===== src/rtl/ofs_pkg.sv =====
package ofs_pkg;
   typedef enum logic {
      SEL_AE = 1'b0,
      SEL_AF = 1'b1
   } ofs_sel_e;

   function automatic ofs_sel_e sel_next(input ofs_sel_e s);
      return (s == SEL_AE) ? SEL_AF : SEL_AE;
   endfunction
endpackage


===== src/rtl/ofs_mode_ctrl.sv =====
module ofs_mode_ctrl (
   input  logic clk,
   input  logic mrst_n,
   input  logic strap,
   output logic ser_mode
);
   logic ser_mode_q;

   always_ff @(posedge clk) begin
      if (!mrst_n) ser_mode_q <= strap;
   end

   assign ser_mode = ser_mode_q;
endmodule


===== src/rtl/ofs_seq_ctrl.sv =====
module ofs_seq_ctrl
   import ofs_pkg::*;
#(
   parameter int OFS_W = 12,
   localparam int SC_W  = $clog2(2 * OFS_W),
   localparam int IDX_W = (OFS_W > 1) ? $clog2(OFS_W) : 1
) (
   input  logic             clk,
   input  logic             mrst_n,
   input  logic             prst_n,
   input  logic             par_we,
   input  logic             ser_we,
   input  logic             rd_en,
   output ofs_sel_e         wsel,
   output ofs_sel_e         rsel,
   output ofs_sel_e         ssel,
   output logic [IDX_W-1:0] sbit
);
   localparam logic [SC_W-1:0] W_C    = SC_W'(OFS_W);
   localparam logic [SC_W-1:0] LAST_C = SC_W'(2 * OFS_W - 1);

   ofs_sel_e        wsel_q, rsel_q;
   logic [SC_W-1:0] scnt_q;

   always_ff @(posedge clk) begin
      if (!mrst_n || !prst_n) begin
         wsel_q <= SEL_AE;
         rsel_q <= SEL_AE;
         scnt_q <= '0;
      end else begin
         if (par_we) wsel_q <= sel_next(wsel_q);
         if (rd_en)  rsel_q <= sel_next(rsel_q);
         if (ser_we) scnt_q <= (scnt_q == LAST_C) ? '0 : scnt_q + 1'b1;
      end
   end

   logic            s_hi;
   logic [SC_W-1:0] s_off;

   always_comb begin
      s_hi  = (scnt_q >= W_C);
      s_off = s_hi ? (scnt_q - W_C) : scnt_q;
   end

   assign wsel = wsel_q;
   assign rsel = rsel_q;
   assign ssel = s_hi ? SEL_AF : SEL_AE;
   assign sbit = s_off[IDX_W-1:0];
endmodule


===== src/rtl/ofs_readback.sv =====
module ofs_readback
   import ofs_pkg::*;
#(
   parameter int OFS_W = 12
) (
   input  logic             clk,
   input  logic             mrst_n,
   input  logic             prst_n,
   input  logic             rd_en,
   input  ofs_sel_e         rsel,
   input  logic [OFS_W-1:0] ae_val,
   input  logic [OFS_W-1:0] af_val,
   output logic [OFS_W-1:0] rd_data
);
   logic [OFS_W-1:0] rd_q;

   always_ff @(posedge clk) begin
      if (!mrst_n || !prst_n) rd_q <= '0;
      else if (rd_en)         rd_q <= (rsel == SEL_AF) ? af_val : ae_val;
   end

   assign rd_data = rd_q;
endmodule


===== src/rtl/ofs_loader.sv =====
module ofs_loader
   import ofs_pkg::*;
#(
   parameter int OFS_W   = 12,
   parameter int DEF_PAR = 'h07F,
   parameter int DEF_SER = 'h3FF,
   localparam int IDX_W  = (OFS_W > 1) ? $clog2(OFS_W) : 1
) (
   input  logic             clk,
   input  logic             mrst_n,
   input  logic             prst_n,
   input  logic             ld_n,
   input  logic             wr_req,
   input  logic             rd_req,
   input  logic             si_strap,
   input  logic [OFS_W-1:0] wdata,
   output logic [OFS_W-1:0] ae_ofs,
   output logic [OFS_W-1:0] af_ofs,
   output logic [OFS_W-1:0] rd_data
);
   if (OFS_W < 2 || OFS_W > 30) begin : g_bad_width
      $error("ofs_loader: OFS_W out of range");
   end
   if (DEF_PAR < 0 || DEF_PAR >= (1 << OFS_W)) begin : g_bad_dpar
      $error("ofs_loader: DEF_PAR does not fit OFS_W");
   end
   if (DEF_SER < 0 || DEF_SER >= (1 << OFS_W)) begin : g_bad_dser
      $error("ofs_loader: DEF_SER does not fit OFS_W");
   end

   localparam logic [OFS_W-1:0] DPAR_C = OFS_W'(DEF_PAR);
   localparam logic [OFS_W-1:0] DSER_C = OFS_W'(DEF_SER);

   logic             ser_mode_q;
   logic             acc, par_we, ser_we, rd_en;
   ofs_sel_e         wsel, rsel, ssel;
   logic [IDX_W-1:0] sbit;
   logic [OFS_W-1:0] ofs_q [2];

   ofs_mode_ctrl u_mode (
      .clk      (clk),
      .mrst_n   (mrst_n),
      .strap    (si_strap),
      .ser_mode (ser_mode_q)
   );

   assign acc    = mrst_n && prst_n && !ld_n;
   assign par_we = acc && wr_req && !ser_mode_q;
   assign ser_we = acc && wr_req &&  ser_mode_q;
   assign rd_en  = acc && rd_req;

   ofs_seq_ctrl #(.OFS_W(OFS_W)) u_seq (
      .clk    (clk),
      .mrst_n (mrst_n),
      .prst_n (prst_n),
      .par_we (par_we),
      .ser_we (ser_we),
      .rd_en  (rd_en),
      .wsel   (wsel),
      .rsel   (rsel),
      .ssel   (ssel),
      .sbit   (sbit)
   );

   for (genvar g = 0; g < 2; g++) begin : g_ofs
      logic par_hit, ser_hit;
      logic [OFS_W-1:0] ser_nxt;

      assign par_hit = par_we && (wsel == ofs_sel_e'(g));
      assign ser_hit = ser_we && (ssel == ofs_sel_e'(g));

      always_comb begin
         ser_nxt = ofs_q[g];
         ser_nxt[sbit] = si_strap;
      end

      always_ff @(posedge clk) begin
         if (!mrst_n)      ofs_q[g] <= si_strap ? DSER_C : DPAR_C;
         else if (par_hit) ofs_q[g] <= wdata;
         else if (ser_hit) ofs_q[g] <= ser_nxt;
      end
   end

   assign ae_ofs = ofs_q[0];
   assign af_ofs = ofs_q[1];

   ofs_readback #(.OFS_W(OFS_W)) u_rb (
      .clk     (clk),
      .mrst_n  (mrst_n),
      .prst_n  (prst_n),
      .rd_en   (rd_en),
      .rsel    (rsel),
      .ae_val  (ofs_q[0]),
      .af_val  (ofs_q[1]),
      .rd_data (rd_data)
   );
endmodule


===== config.mk =====
export PLATFORM = sky130hd
export DESIGN_NAME = ofs_loader
export DESIGN_NICKNAME = d
export VERILOG_FILES = /design/src/rtl/ofs_pkg.sv /design/src/rtl/ofs_mode_ctrl.sv /design/src/rtl/ofs_seq_ctrl.sv /design/src/rtl/ofs_readback.sv /design/src/rtl/ofs_loader.sv
export SDC_FILE = /design/constraint.sdc
export NUM_CORES = 1
export LEC_CHECK = 0
export CORE_MARGIN = 2
export CORE_UTILIZATION = 50
export DETAILED_ROUTE_END_ITERATION = 12
export GPL_TIMING_DRIVEN = 0
export PLACE_DENSITY_LB_ADDON = 0.1
export RECOVER_POWER = 100
export SYNTH_ARGS = -nofsm -noshare
export SYNTH_HDL_FRONTEND = slang
export SYNTH_HIERARCHICAL = 1
export SYNTH_SLANG_ARGS = --single-unit
export TNS_END_PERCENT = 5

===== constraint.sdc =====
create_clock -name clk -period 2.5 [get_ports clk]
set_input_delay 0.625 -clock clk [delete_from_list [all_inputs] [get_ports clk]]
set_output_delay 0.625 -clock clk [all_outputs]
set_load 0.01 [all_outputs]

[Word-level counts from Yosys, hierarchy flattened]
Memories as Yosys holds them, arrays and structs flattened.
Cells that the tools add are included.
Operators by class
  $add $sub $neg: 2
  eq/ne operators: 1
  multiplexer cells: 30
  bitwise operators: 6
  reduce and logical (&&, ||, !) cells: 16
  $lt $le $gt $ge: 3
Operator list (count)
  12-bit 2-to-1 mux: 5
  12-bit bitwise mux: 2
  1-bit 2-to-1 mux: 19
  1-bit logical AND: 11
  10-bit 2-to-1 mux: 1
  5-bit by 1-bit adder with 5-bit output (second input constant): 1
  5-bit == test (second input constant): 1
  5-bit by 4-bit >= comparator with 1-bit output (second input constant): 1
  4-bit by 5-bit less-than comparator with 1-bit output (second input constant): 1
  5-bit 2-to-1 mux: 1
  1-bit demux with 4-bit select: 1
  4-bit by 1-bit >= comparator with 1-bit output (second input constant): 1
  1-bit zero test: 4
  4-bit 2-to-1 mux: 1
  1-bit OR: 4
  4-bit subtractor (second input constant): 1
  1-bit NOT: 2
  1-bit logical OR: 1
Storage, ports and cells
  register bits: 20
  memory bits (writable): 24
  bits of input ports: 19
  memories kept: 1
Memory list
  ofs_q: depth 2, bits a word 12, rd ports 2, clocked after Yosys merged registers in 0, wr ports 2, RTL line ofs_loader.sv:38  | logic [OFS_W-1:0] ofs_q [2];

[Depth between registers and ports, before layout]
  word-level depth: 10
  gate-level depth with buffers: 9
  gate-level depth less buffers: 8

[Modules after synthesis]
Netlist, hierarchy kept.
By module, submodules not included
  ofs_loader: cells each 152, area an instance 1561.5 sq um, instances 1
  ofs_readback: cells each 53, area an instance 523.0 sq um, instances 1
  ofs_seq_ctrl: cells each 43, area an instance 375.4 sq um, instances 1
  ofs_mode_ctrl: cells each 2, area an instance 33.8 sq um, instances 1

[Worst setup path after synthesis]
OpenSTA, ideal clock, no wires.
  path kind: reg-to-reg
  start point: reg u_seq.scnt_q[0]
  end point: mem ofs_q[1][1] (data pin)
  path slack: 0.331 ns
  arrival time: 1.908 ns
  data required time: 2.239 ns
  setup time: 0.261 ns
  buffers on the path: 1
  cell stages (with the launch flop): 10
  clock period less this slack: 2.169 ns
  cell sequence: dfxtp_1 > inv_1 > ha_1 > a21oi_1 > nand2b_1 > a22oi_1 > buf_2 > nor2_1 > and3_1 > o32a_1
RTL lines
  from (decl): RTL line ofs_seq_ctrl.sv:23  | logic [SC_W-1:0] scnt_q;
  from (signal assigned): RTL line ofs_seq_ctrl.sv:33  | if (ser_we) scnt_q <= (scnt_q == LAST_C) ? '0 : scnt_q + 1'b1;
  to (decl): RTL line ofs_loader.sv:38

==> metrics.md <==
| Metric | Value |
|---|---|
| Status | finished clean |
| Fin. Hold Viols | 0 |
| Arr. time, crit path | 2340 ps |
| Row Count | 25 |
| Routed wire length | 6.298 mm |
| Layout area overhead | 29.95% |
| Synth area leader | edfxtp_1 |
| Syn avg cell area | 9.975 um2 |
| Max Fclk | 0.4199 GHz |
| Tot Pwr | 0.001480 W |
| Net Sw Frac | 24.44% |
| Crit-path cells | clkdlybuf4s50_1, and4b_4, clkbuf_4, nand2_2, nand3_1 |
| P per Cell Area | 456.7 nW/um2 |
| Synth cell types | 49 |
| Syn_nets | 273 |
| Slew Limit Fails | 0 |
| Most frequent cells in the layout | 37 x dlygate4sd3_1, 25 x edfxtp_1, 23 x nor2_1 |
| Boundary Pins | 55 |
| Post-route insts no fill | 379 |
| LEAKAGE | 1.077 nW |
| Crit Path Max Fanout | 10 |
| Peak supply drop | 0.2360 mV |
| Worst-Skew Late Latency | 310 ps |
| Max Buffers Root-to-Sink | 2 |
| Seq pwr share | 53.7% |
| EDFF count, synth | 25 |
| Max-cap violations | 0 |
| CTS Root Cell | clkbuf_8 |
| Worst hold path type | register to register |
| CTS tree | built |
| Core area | 4755 um2 |
| Net switching power | 0.0003618 W |
| Register area share after synthesis | 45.36% |
| IO Port Bufs | 54 |
| H-tree depth | 2 |
| FFs w/ async S/R, synth | 0% |
| # resized after CTS | 0 |
| Iter 0 DRT Violations | 145 |
| Worst r2r dst | ofs_q[0][7]$_DFFE_PP_ |
| Ant. Diodes | 0 |
| R2r startpoint | u_seq/scnt_q[0]$_SDFFE_PP0P_ |
| Setup crit start | prst_n |
| TritonCTS Sinks | 44 |
| DR pass1 iterations | 4 |
| Relative slew slack | 61.09% |
| DR DRC count | 0 |
| First-pass GRT wire length | 10.29 mm |
| Hold Crit Depth | 2 |
| Period minus WS final | 2382 ps |
| Fillers | 403 |
| Startpoint Class | primary input |
| Synthesized flop and latch total | 44 |
| CP Data Required Time | 2450 ps |
| Setup-failing EPs final | 0 |
| Die height | 74.62 um |
| Combinational power share | 10.5% |
| Starting Density | 52.45% |
| Yosys warns | 6 |
| Worst Setup EP | ofs_q[1][6]$_SDFFCE_PN1P_ |
| CP Class | primary input to register |
| Setup Fix Bufs, Post-CTS | 0 |
| Vias per inst | 5.881 |
| Final ANT Viol Nets | 0 |
| Die area | 5568 um2 |
| GPL Wtd Cong | 0.8648 |
| Total global routing overflow | 0 |
| Placed instance count | 371 |
| Synthesized area | 2494 um2 |
| Via Count | 2229 |
| Cells after synthesis | 250 |
| Least-Margin Pin Slew | 581.5 ps |
| Post-CTS Hold Fix Bufs | 0 |
| Layout cell share with drive strength beyond 1 | 9.295% |
| Top_reg_cell synth | edfxtp_1 |
| Internal power | 0.001118 W |
| Slowest CP cell | clkdlybuf4s50_1 |
| All-layer global routing usage | 24.53% |
| Worst R2R Path Depth | 8 |
| R2r setup slk | 180 ps |
| Worst-path clk slew | 90 ps |
| Slowest cell delay on critical path | 600 ps |
| Initial antenna violation count | 0 |
| Synth area leaders | edfxtp_1 30%, dfxtp_1 15%, mux2i_1 6.4% |
| CTS Buf Count | 5 |
| Clock Power Share | 35.8% |
| Detailed Place HPWL | 4.780 mm |
| Net count, final | 334 |
| Crit end category | register |
| Commonest non-fill, non-tap cell in the layout | dlygate4sd3_1 |
| Vias in the first global route | 2128 |
| Worst Clk Skew | 7.522 ps |
| Largest net degree at the start of global routing | 16 |
| WL/cell | 16.62 um |
| Period utilisation layout | 95.26% |
| Yosys top cell area share | 30.11% |
| Chip Width | 74.62 um |
cell families (layout without fill, tap and decap cells):
group / after synthesis / count (layout) / synth area share, %
xor+xnor: 6 / 6 / 2.107
fa+ha+maj: 4 / 4 / 2.007
simple gates: 91 / 91 / 19.62
buf+inv: 25 / 87 / 5.619
mux: 16 / 16 / 6.422
compound gates: 64 / 64 / 18.87
flops: 44 / 44 / 45.36
final cells by class:
type	instances	area, um2	share of cell area [%]
tap	67	83.83	2.587
buffer	18	116.4	3.591
clock buffer	6	93.84	2.896
multi-input combinational	181	1239	38.22
inverter	7	26.28	0.8108
clock inverter	2	16.27	0.5019
sequential	44	1131	34.90
timing repair buffer	54	534.3	16.49
state kept, by name, summed over array words and instances (netlist names):
| register | cells |
|---|---|
| ofs_q | 24 |
| u_rb/rd_data | 12 |
| u_seq/scnt_q | 5 |
| u_mode/ser_mode | 1 |
| u_seq/rsel | 1 |
| u_seq/wsel | 1 |
worst max-delay path: cells and delay by family:
family / cells / cell delay, ps
buffers and inverters: 2 / 810
and+or+nand+nor: 3 / 900
per-stage QoR:
step	utilization (%)	hold WS (ps)	instance area [um2]	setup TNS, ps	worst slack [ps]
detailed placement	65.58	476.3	3118	-4963	-322.7
CTS	67.89	488.0	3228	0	10.38
finish	68.16	482.0	3241	0	118.5
global placement	65.58	473.8	3118	-4849	-324.0
global route	68.16	514.8	3241	-18.97	-15.37
floorplan	-	498.0	2494	0	330.9
synthesized netlist by cell type (3+ instances only):
cell and count:
nand2_1 19, dfxtp_1 19, buf_4 4, ha_1 4, o21ai_1 5, o221ai_1 3
buf_2 7, nor2b_1 5, nand4_1 5, a211oi_1 12, o211ai_1 6, mux2i_1 16
clkbuf_1 3, and3_1 5, a21boi_0 5, nor2_1 24, o21ai_0 9, o22a_1 5
o32a_1 5, o31ai_1 3, a2bb2oi_1 3, nand3_1 15, buf_6 3, inv_1 7
xnor2_1 4, edfxtp_1 25
power by group through the flow:
stage,Sequential [W],Combinational [W],Clock (W)
after global routing,0.000798,0.000169,0.000557
after detailed placement,0.000813,0.000163,0
after CTS,0.000796,0.000163,0.000537
final,0.000795,0.000156,0.000529
after global placement,0.000812,0.000160,0
after floorplan,0.000819,0.0000647,0
metal layers:
metal | track usage (%) | up-vias | share of wire, %
li1 | - | 1068 | -
met1 | 32.33 | 1055 | 43
met2 | 39.92 | 98 | 50
met3 | 6.024 | 8 | 6.5
met4 | 8.135 | 0 | 0.92
met5 | 0 | - | 0
how the worst min path moves through the flow:
stage	from	end	slack, ps
5_1_grt	u_rb/rd_data[1]$_SDFFE_PP0P_	u_rb/rd_data[1]$_SDFFE_PP0P_	510
2_1_floorplan	u_rb/rd_data[6]$_SDFFE_PP0P_	u_rb/rd_data[6]$_SDFFE_PP0P_	500
4_1_cts	u_rb/rd_data[10]$_SDFFE_PP0P_	u_rb/rd_data[10]$_SDFFE_PP0P_	490
3_5_place_dp	u_rb/rd_data[10]$_SDFFE_PP0P_	u_rb/rd_data[10]$_SDFFE_PP0P_	480
3_3_place_gp	u_rb/rd_data[6]$_SDFFE_PP0P_	u_rb/rd_data[6]$_SDFFE_PP0P_	470
6_report	u_rb/rd_data[1]$_SDFFE_PP0P_	u_rb/rd_data[1]$_SDFFE_PP0P_	480
No activity file was read; power rests on OpenSTA's default activity.
